--- src/rtl/timebase_tick_gen.sv ---
module timebase_tick_gen #(
  parameter int CNT_W  = 64,
  parameter int WORD_W = 32
) (
  input  logic              clk,
  input  logic              rst_n,
  input  logic              xtal_tick,
  input  logic              alt_tick,
  input  logic              wr_en,
  input  logic              wr_sel,
  input  logic [WORD_W-1:0] wr_data,
  output logic [CNT_W-1:0]  count
);
  localparam int PH_W = WORD_W - 1;
  localparam logic [WORD_W-1:0] UNITY = {1'b1, {PH_W{1'b0}}};

  logic              use_alt, dbl_step;
  logic [WORD_W-1:0] presc;
  logic [PH_W-1:0]   phase;

  wire              src_tick = use_alt ? alt_tick : xtal_tick;
  wire              pre_wr   = wr_en &  wr_sel;
  wire              ctl_wr   = wr_en & ~wr_sel;
  wire [WORD_W-1:0] step     = presc[WORD_W-1] ? UNITY : presc;
  wire [WORD_W-1:0] sum      = {1'b0, phase} + step;
  wire              carry    = sum[WORD_W-1];
  wire [CNT_W-1:0]  incr     = {{(CNT_W-2){1'b0}}, dbl_step, ~dbl_step};

  always_ff @(posedge clk) begin
    if (!rst_n) begin
      use_alt  <= 1'b0;
      dbl_step <= 1'b0;
      presc    <= UNITY;
      phase    <= '0;
      count    <= '0;
    end else begin
      if (ctl_wr) {dbl_step, use_alt} <= wr_data[9:8];
      if (pre_wr) begin
        presc <= wr_data;
        phase <= '0;
      end else if (src_tick) begin
        phase <= sum[PH_W-1:0];
        if (carry) count <= count + incr;
      end
    end
  end

  AST_STEP_SIZE: assert property (@(posedge clk) disable iff (!rst_n)
    1'b1 |=> (count == $past(count)) || (count - $past(count) == ($past(dbl_step) ? 2 : 1)));
  AST_SRC_GATE: assert property (@(posedge clk) disable iff (!rst_n)
    !src_tick |=> count == $past(count));
  AST_ZERO_HOLD: assert property (@(posedge clk) disable iff (!rst_n)
    (presc == '0) && !pre_wr |=> count == $past(count) && phase == $past(phase));
  AST_CLAMP_FULL: assert property (@(posedge clk) disable iff (!rst_n)
    src_tick && !pre_wr && presc[WORD_W-1] |=> count != $past(count));
  AST_PWR_CLEAR: assert property (@(posedge clk) disable iff (!rst_n)
    pre_wr |=> phase == '0 && count == $past(count));
endmodule

--- config.mk ---
export PLATFORM = sky130hd
export DESIGN_NAME = timebase_tick_gen
export DESIGN_NICKNAME = d
export VERILOG_FILES = /design/src/rtl/timebase_tick_gen.sv
export SDC_FILE = /design/constraint.sdc
export NUM_CORES = 1
export LEC_CHECK = 0
export CORE_ASPECT_RATIO = 1.1
export CORE_MARGIN = 3
export CORE_UTILIZATION = 33
export DETAILED_ROUTE_END_ITERATION = 16
export PLACE_DENSITY = 0.63
export SYNTH_ARGS = -nofsm -noshare
export SYNTH_HDL_FRONTEND = slang
export SYNTH_SLANG_ARGS = --single-unit
export TNS_END_PERCENT = 100
--- constraint.sdc ---
create_clock -name clk -period 10.7 [get_ports clk]
set_input_delay 2.14 -clock clk [delete_from_list [all_inputs] [get_ports clk]]
set_output_delay 2.14 -clock clk [all_outputs]
set_load 0.02 [all_outputs]
==> results of run 1 <==
## worst max-delay path, cell delays in order
cell and delay (ns):
clkdlybuf4s50_1 0.47, mux2_2 0.53, nand2_1 0.38, or4_1 0.83, or4_1 0.48, a21oi_1 0.14
## metal layers
metal  wire [microns]  share of wire  vias up
met5                0              0        -
met4              307          0.015        0
met3              725          0.036       21
met2             9584           0.48      106
met1             9274           0.47     3277
li1                 -              -     3549
## registers in the layout, summed over array words and instances (netlist names)
name	cells
phase	31
count	64
use_alt	1
presc	32
dbl_step	1
## metrics by stage
stage               area (sq um)  hold WS [ns]
floorplan                   7460        0.4268
global placement            8663        0.4367
detailed placement          8663        0.4451
CTS                         9260        0.4528
global route                9260        0.4737
finish                      9260        0.4490
## synthesized netlist by cell type (all sizes together) (5+ instances only)
cell	n
xnor2	22
mux2i	10
o21ai	30
o21a	8
or3	12
nor2b	34
inv	23
and2	5
nor4	11
nor2	41
and3	12
nand2b	12
o211ai	10
or2	7
a21o	13
ha	33
a211oi	9
a21oi	117
nor3	11
xor2	11
a31oi	8
nand4	16
buf	15
clkbuf	37
nand2	154
dfxtp	129
o31ai	32
nand3	42
or4	34
## worst paths after layout
path | cells after the start | start | end | slack [ns]
worst max-delay path | 6 | alt_tick | count[31] | 6.06
worst min-delay path | 2 | presc[4] | presc[4] | 0.45
worst max register to register | 11 | presc[31] | count[55] | 6.22
worst min register to register | 2 | presc[4] | presc[4] | 0.45
## placed cells by master (no fill, tap or decap), types with 9 or more instances in the layout
cell type	Yosys	routed
nand3_1	41	41
and3_1	12	12
o211ai_1	10	10
ha_1	33	33
or3_1	11	11
or4_1	33	33
nand2_1	154	154
clkdlybuf4s50_1	0	101
a21o_1	13	13
o21ai_0	28	28
a21oi_1	116	116
inv_1	23	22
xor2_1	11	11
nor3_1	10	10
clkbuf_16	0	17
nor2_1	41	41
nand2b_1	11	11
xnor2_1	22	22
dfxtp_1	129	129
nand4_1	15	15
nor2b_1	34	34
o31ai_1	32	32
nor4_1	9	9
mux2i_1	10	10
## final cells by class
class | count | area [sq um]
clock buffer | 22 | 464.2
tap | 295 | 369.1
fill | 2208 | 12920
inverter | 23 | 86.33
sequential | 129 | 2582
timing repair buffer | 107 | 1056
multi-input combinational | 734 | 4569
clock inverter | 9 | 132.6
## where the power goes
group / internal, uW / total (uW) / switching (uW) / leakage, uW
Combinational: 30.2 / 77.8 / 47.6 / 0.00190
Clock: 377 / 594 / 217 / 0.000286
Sequential: 489 / 495 / 6.11 / 0.00104
Total: 897 / 1170 / 271 / 0.00323
## logic make-up (layout without fill, tap and decap cells)
group,Yosys count,after routing,synth area share
XOR/XNOR,33,33,0.03874
flip-flops,129,129,0.3462
buffers and inverters,75,161,0.04126
AO/OA/AOI/OAI,253,253,0.2152
AND/OR/NAND/NOR,402,402,0.2830
adder cells (fa/ha/maj),35,35,0.06072
multiplexers,11,11,0.01493
==> metrics.log, run 1 <==
INFO  metric detailed_place_hpwl = ~14000 microns
INFO  metric result_of_the_run = complete, no violations
INFO  metric power.static_leakage = 0.003228 uW
INFO  metric first_pass_iters = 5
INFO  metric criticalPathCategory = in2reg
INFO  metric utilization = 0.4175
INFO  metric part_of_the_yosys_area_used_for_sequential_elements = 0.3462
INFO  metric tritoncts_num_sinks = 129
INFO  metric root_buffer = clkbuf_16
INFO  metric antenna_found_initial = 0
INFO  metric gr_ovfl_total = 0
INFO  metric hp-class = reg2reg
INFO  metric grt_start_max_net_pins = between 80 and 90
INFO  metric grt_pass1_wl = 33040 microns
INFO  metric drcViolationCount = 0
INFO  metric wl_per_cell = about 15 microns
INFO  metric postRouteAntennaNets = 0
INFO  metric floorplan.core_area = ~22000 sq um
INFO  metric clk_pin_slew = around 0.06 ns
INFO  metric report.final.hold_viol_count = 0
INFO  metric grt_most_used_layer = met2
INFO  metric placement.io_buffers = between 100 and 150
INFO  metric cts_post_setup_buffers_inserted = 0
INFO  metric power.density = 126.0 nW/um^2
INFO  metric std_cell_rows = 57
INFO  metric mappedNetlistArea = 7460 sq um
INFO  metric area_growth = 24.14%
INFO  metric clock_skew = 0.009336 ns
INFO  metric via_count = between 6000 and 7000
INFO  metric gr-usage-met2 = 0.2784
INFO  metric synth-main-ff-cell = dfxtp_1
INFO  metric setup.worst_path.end_class = flip-flop
INFO  metric globalRouteMet3Util = 0.03441
INFO  metric setup_viol = 0
INFO  metric placement.setup.worst_slack = 5.653 ns
INFO  metric ctsHtreeMaxLevel = 4
INFO  metric final_cycle_utilization_of_the_critical_path = 0.4334
INFO  metric finish.cell_count_without_fillers = 1319
INFO  metric die_h = between 150 and 200 microns
INFO  metric die_area = 24450 sq um
INFO  metric globalRouteTotalUtil = 0.1646
INFO  metric final_power = about 1200 uW
INFO  metric cp.arrival = 4.98 ns
INFO  metric vias_per_cell = 5.271
INFO  metric clock_tree_from_tritoncts = done
INFO  metric post_cts.resized_instances = 0
INFO  metric routability_driven_placement_congestion_ratio = about 0.85
INFO  metric layout_cell_share_with_drive_strength_beyond_1 = 0.05957
INFO  metric startpoint_type = primary input
INFO  metric syn-instance-count = 938
INFO  metric max_cap_violations = 0
INFO  metric grt_use_met1 = 0.2106
INFO  metric synth-warning-count = 0
INFO  metric yosys.area.top_type_share = 0.3462
INFO  metric netlist_top_cells_area = dfxtp_1 (35%), a21oi_1 (7.8%), nand2_1 (7.7%)
INFO  metric critical_path_required = 11.05 ns
INFO  metric antenna_cells_inserted = 0
INFO  metric achievable-frequency = around 220 MHz
INFO  metric clock_latency_on_the_worst_skew_pair = about 0.42 ns
INFO  metric floorplan.die.width = between 100 and 150 microns
INFO  metric final-max-slew-violation-count = 0
INFO  metric syn_avg_cell_area = between 7 and 8 sq um
INFO  metric worst-path-max-fanout = 28
INFO  metric cts_hold_repair.buffers = 0
INFO  metric number_of_design_rule_violations_left_by_the_first_detailed_router_iteration = 387
INFO  metric postSynthNetCount = between 1000 and 1500
INFO  metric worst_pin_slew = around 1.1 ns
INFO  metric synth_cell_type_count = 68
INFO  metric clock_path_buffers = 2
INFO  metric num-nets-final = 1085
INFO  metric synthArstFlopShare = 0
INFO  metric finalWorstSetupSlack = a little over 6 ns
INFO  metric start_util = 0.3363
INFO  metric slew_headroom = 0.2920
INFO  metric vias_in_the_first_global_route = 6645
INFO  metric synth_enable_flop_cells = 0
INFO  metric synth_area_leader_cell = dfxtp_1
INFO  metric ir_drop = slightly above 0.0001 V
INFO  metric synth.ff_latch_count = 129
INFO  metric boundaryPins = 102
INFO  metric setup-tns-final = 0 ns
INFO  metric finalCriticalPeriod = around 4.6 ns
INFO  metric numPlacedInstances = ~1300
INFO  metric cts-buffers-inserted = 17
INFO  metric rsz0062_at_grt = no
INFO  metric drt_wl_total = 19890 microns
Note: power is estimated with default switching activity, not from simulation.
==> run 2, diff against run 1 <==
--- a/config.mk
+++ b/config.mk
@@ -9,7 +9,7 @@
 export CORE_MARGIN = 3
 export CORE_UTILIZATION = 33
 export DETAILED_ROUTE_END_ITERATION = 16
-export PLACE_DENSITY = 0.63
+export PLACE_DENSITY = 0.65
 export SYNTH_ARGS = -nofsm -noshare
 export SYNTH_HDL_FRONTEND = slang
 export SYNTH_SLANG_ARGS = --single-unit
==> constraint.sdc (replaced) <==
create_clock -name clk -period 3.8 [get_ports clk]
set_input_delay 0.76 -clock clk [delete_from_list [all_inputs] [get_ports clk]]
set_output_delay 0.76 -clock clk [all_outputs]
set_load 0.02 [all_outputs]
==> run 2 against run 1 <==
  * Sequential share of layout area decreased by 0.76 points
  * Utilization increased by 1.2 points
  * Final area increased by 2.8%
  * Wire length increased by 3.2%
  * Largest cell class unchanged
  * Highest routed layer unchanged
==> metrics.log, run 2 (same netlist as run 1, synthesis figures left out) <==
INFO  metric hp-class = reg2reg (unchanged)
INFO  metric hp-start = presc[9] (was presc[4])
INFO  metric ir_drop = 0.0003057 V (was 0.0001029 V)
INFO  metric die_h = 163.7 microns (unchanged)
INFO  metric drcViolationCount = 0 (unchanged)
INFO  metric gr_ovfl_total = 0 (unchanged)
INFO  metric num-fill-cells = 2162 (was 2208)
INFO  metric final_common_cell = nand2_1 (unchanged)
INFO  metric postRouteAntennaNets = 0 (unchanged)
INFO  metric cts_post_setup_buffers_inserted = 0 (unchanged)
INFO  metric crit_path_start = presc[31] (was alt_tick)
INFO  metric die_area = 24450 sq um (unchanged)
INFO  metric slew_headroom = 0.4978 (was 0.2920)
INFO  metric layout_cell_share_with_drive_strength_beyond_1 = 0.08317 (was 0.05957)
INFO  metric numPlacedInstances = 1309 (was 1288)
INFO  metric reg_top3 = count: 64 flops, presc: 32 flops, phase: 31 flops (unchanged)
INFO  metric cts-buffers-inserted = 17 (unchanged)
INFO  metric antenna_cells_inserted = 0 (unchanged)
INFO  metric antenna_found_initial = 0 (unchanged)
INFO  metric vias_per_cell = 5.253 (was 5.271)
INFO  metric largest_register_ff_count = 64 (unchanged)
INFO  metric floorplan.core_area = 22180 sq um (unchanged)
INFO  metric clk_pin_slew = 0.06 ns (about the same)
INFO  metric std_cell_rows = 57 (unchanged)
INFO  metric root_buffer = clkbuf_16 (unchanged)
INFO  metric setup_viol = 0 (unchanged)
INFO  metric number_of_design_rule_violations_left_by_the_first_detailed_router_iteration = 389 (was 387)
INFO  metric setup-tns-final = 0 ns (unchanged)
INFO  metric start_util = 0.3363 (unchanged)
INFO  metric crit_path_cell_count = 11 (was 6)
INFO  metric boundaryPins = 102 (unchanged)
INFO  metric timing.critical_path.slowest_stage_cell = or4_4 (was or4_1)
INFO  metric clock_skew = 0.008232 ns (was 0.009336 ns)
INFO  metric final_cycle_utilization_of_the_critical_path = 0.9475
INFO  metric clock_latency_on_the_worst_skew_pair = 0.42 ns (about the same)
INFO  metric grt_start_max_net_pins = 74 (was 84)
INFO  metric report.final.hold_viol_count = 0 (unchanged)
INFO  metric timing.rr.start = presc[31] (unchanged)
INFO  metric result_of_the_run = complete, no violations (unchanged)
INFO  metric rsz0062_at_grt = no (unchanged)
INFO  metric cp.arrival = 3.95 ns (was 4.98 ns)
INFO  metric wl_per_cell = 15.30 microns (was 15.08 microns)
INFO  metric via_count = 7044 (was 6953)
INFO  metric power.static_leakage = 0.003412 uW (was 0.003228 uW)
INFO  metric final-max-slew-violation-count = 0 (unchanged)
INFO  metric floorplan.die.width = 149.4 microns (unchanged)
INFO  metric detailed_place_hpwl = 14530 microns (was 14020 microns)
INFO  metric startpoint_type = flip-flop (was primary input)
INFO  metric registers.top_by_ff_count = count (unchanged)
INFO  metric area_growth = 27.61% (was 24.14%)
INFO  metric vias_in_the_first_global_route = 6796 (was 6645)
INFO  metric achievable-frequency = roughly 280 MHz
INFO  metric dpl-instance-area = 8846 sq um (was 8663 sq um)
INFO  metric clock_path_buffers = 2 (unchanged)
INFO  metric crit_path_cell_chain = buf_12 -> nor2b_1 -> ha_1 -> nand2_1 -> or3_4 -> nor4_4 -> o21a_4 -> nor3_2 -> or4_4 -> or4_1 -> a21oi_1 (was clkdlybuf4s50_1 -> mux2_2 -> nand2_1 -> or4_1 -> or4_1 -> a21oi_1)
INFO  metric cts_hold_repair.buffers = 0 (unchanged)
INFO  metric highest_count_cells_in_the_layout_ignoring_fill_and_taps = nand2_1 (154), dfxtp_1 (129), a21oi_1 (116) (unchanged)
INFO  metric criticalPathCategory = reg2reg (was in2reg)
INFO  metric worst-path-max-fanout = 31 (was 28)
INFO  metric slowest_delay = 0.64 ns (was 0.83 ns)
INFO  metric num-nets-final = 1106 (was 1085)
INFO  metric drt_wl_total = 20520 microns (was 19890 microns)
INFO  metric first_pass_iters = 5 (unchanged)
INFO  metric placement.io_buffers = 101 (unchanged)
INFO  metric cp_delay_by_family_top = simple AND/OR/NAND/NOR gates (unchanged)
INFO  metric tritoncts_num_sinks = 129 (unchanged)
INFO  metric ff2ff_setup_slack = 0.20 ns (was 6.22 ns)
INFO  metric post_cts.resized_instances = 0 (unchanged)
INFO  metric ctsHtreeMaxLevel = 4 (unchanged)
INFO  metric clock_tree_from_tritoncts = done (unchanged)
INFO  metric worstRegToRegCells = 11 (unchanged)
INFO  metric power.density = 363.3 nW/um^2 (was 126.0 nW/um^2)
INFO  metric cp-endpoint = count[60] (was count[31])
INFO  metric worst_r2r_endpoint = count[60] (was count[55])
INFO  metric globalRouteTotalUtil = 0.1678 (was 0.1646)
INFO  metric worst_pin_slew = 0.7533 ns (was 1.062 ns)
INFO  metric max_cap_violations = 0 (unchanged)
INFO  metric grt_pass1_wl = 33350 microns (was 33040 microns)
INFO  metric finish.cell_count_without_fillers = 1341 (was 1319)
INFO  metric final_instance_area = 9519 sq um (was 9260 sq um)
INFO  metric setup.worst_path.end_class = flip-flop (unchanged)
INFO  metric critical_path_required = 4.15 ns (was 11.05 ns)
INFO  metric finalCriticalPeriod = between 3 and 4 ns
INFO  metric routability_driven_placement_congestion_ratio = 0.8590 (was 0.8506)
INFO  metric sum_of_buffers_and_inverters_on_the_critical_path = 1 (unchanged)
run 2: power breakdown:
part | switching, uW | total (uW) | internal (uW)
clock network | 617 | 1830 | 1210
registers | 17.0 | 1390 | 1380
logic | 138 | 234 | 96.7
total | 771 | 3460 | 2690
run 2: worst min-delay path by stage:
stage / end / slack, ns / cells after the start
final: presc[9] / 0.45 / 2
after global routing: presc[29] / 0.48 / 2
after CTS: presc[9] / 0.45 / 2
after detailed placement: presc[9] / 0.44 / 2
after global placement: phase[30] / 0.44 / 2
after floorplan: phase[30] / 0.43 / 2
run 2: cell type report:
class                      count  area [sq um]  area share
timing repair buffer         128          1239      0.1301
multi-input combinational    734          4588      0.4820
clock inverter                10         180.2     0.01893
tap                          295         369.1     0.03877
sequential                   129          2582      0.2713
clock buffer                  22         474.2     0.04982
inverter                      23         86.33    0.009069
run 2: through the flow:
step	setup WS, ns	hold slack, ns	util	total power [uW]
3_5_place_dp	0.2001	0.4437	0.3988	1661
6_report	0.1996	0.4508	0.4292	3459
2_1_floorplan	0.3358	0.4268	-	1554
4_1_cts	0.1645	0.4510	0.4283	3492
3_3_place_gp	0.2658	0.4384	0.3988	1659
5_1_grt	0.007232	0.4764	0.4292	3575
run 2: metal layers:
metal	share of wire	GRT usage
met5	0	0
met4	0.017	0.05035
met3	0.037	0.03857
met2	0.48	0.2885
met1	0.46	0.2090
run 2: tightest hold or removal path, stage by stage (launching register included):
cell and delay [ns]:
dfxtp_1 0.30, nand2_1 0.05, a21oi_1 0.05
==> run 3, diff against run 2 <==
--- a/config.mk
+++ b/config.mk
@@ -5,6 +5,7 @@
 export SDC_FILE = /design/constraint.sdc
 export NUM_CORES = 1
 export LEC_CHECK = 0
+export ABC_CLOCK_PERIOD_IN_PS = 3800
 export CORE_ASPECT_RATIO = 1.1
 export CORE_MARGIN = 3
 export CORE_UTILIZATION = 33
==> results of run 3 <==
Same layout as run 2: the final DEF is identical, and so are final timing and power.
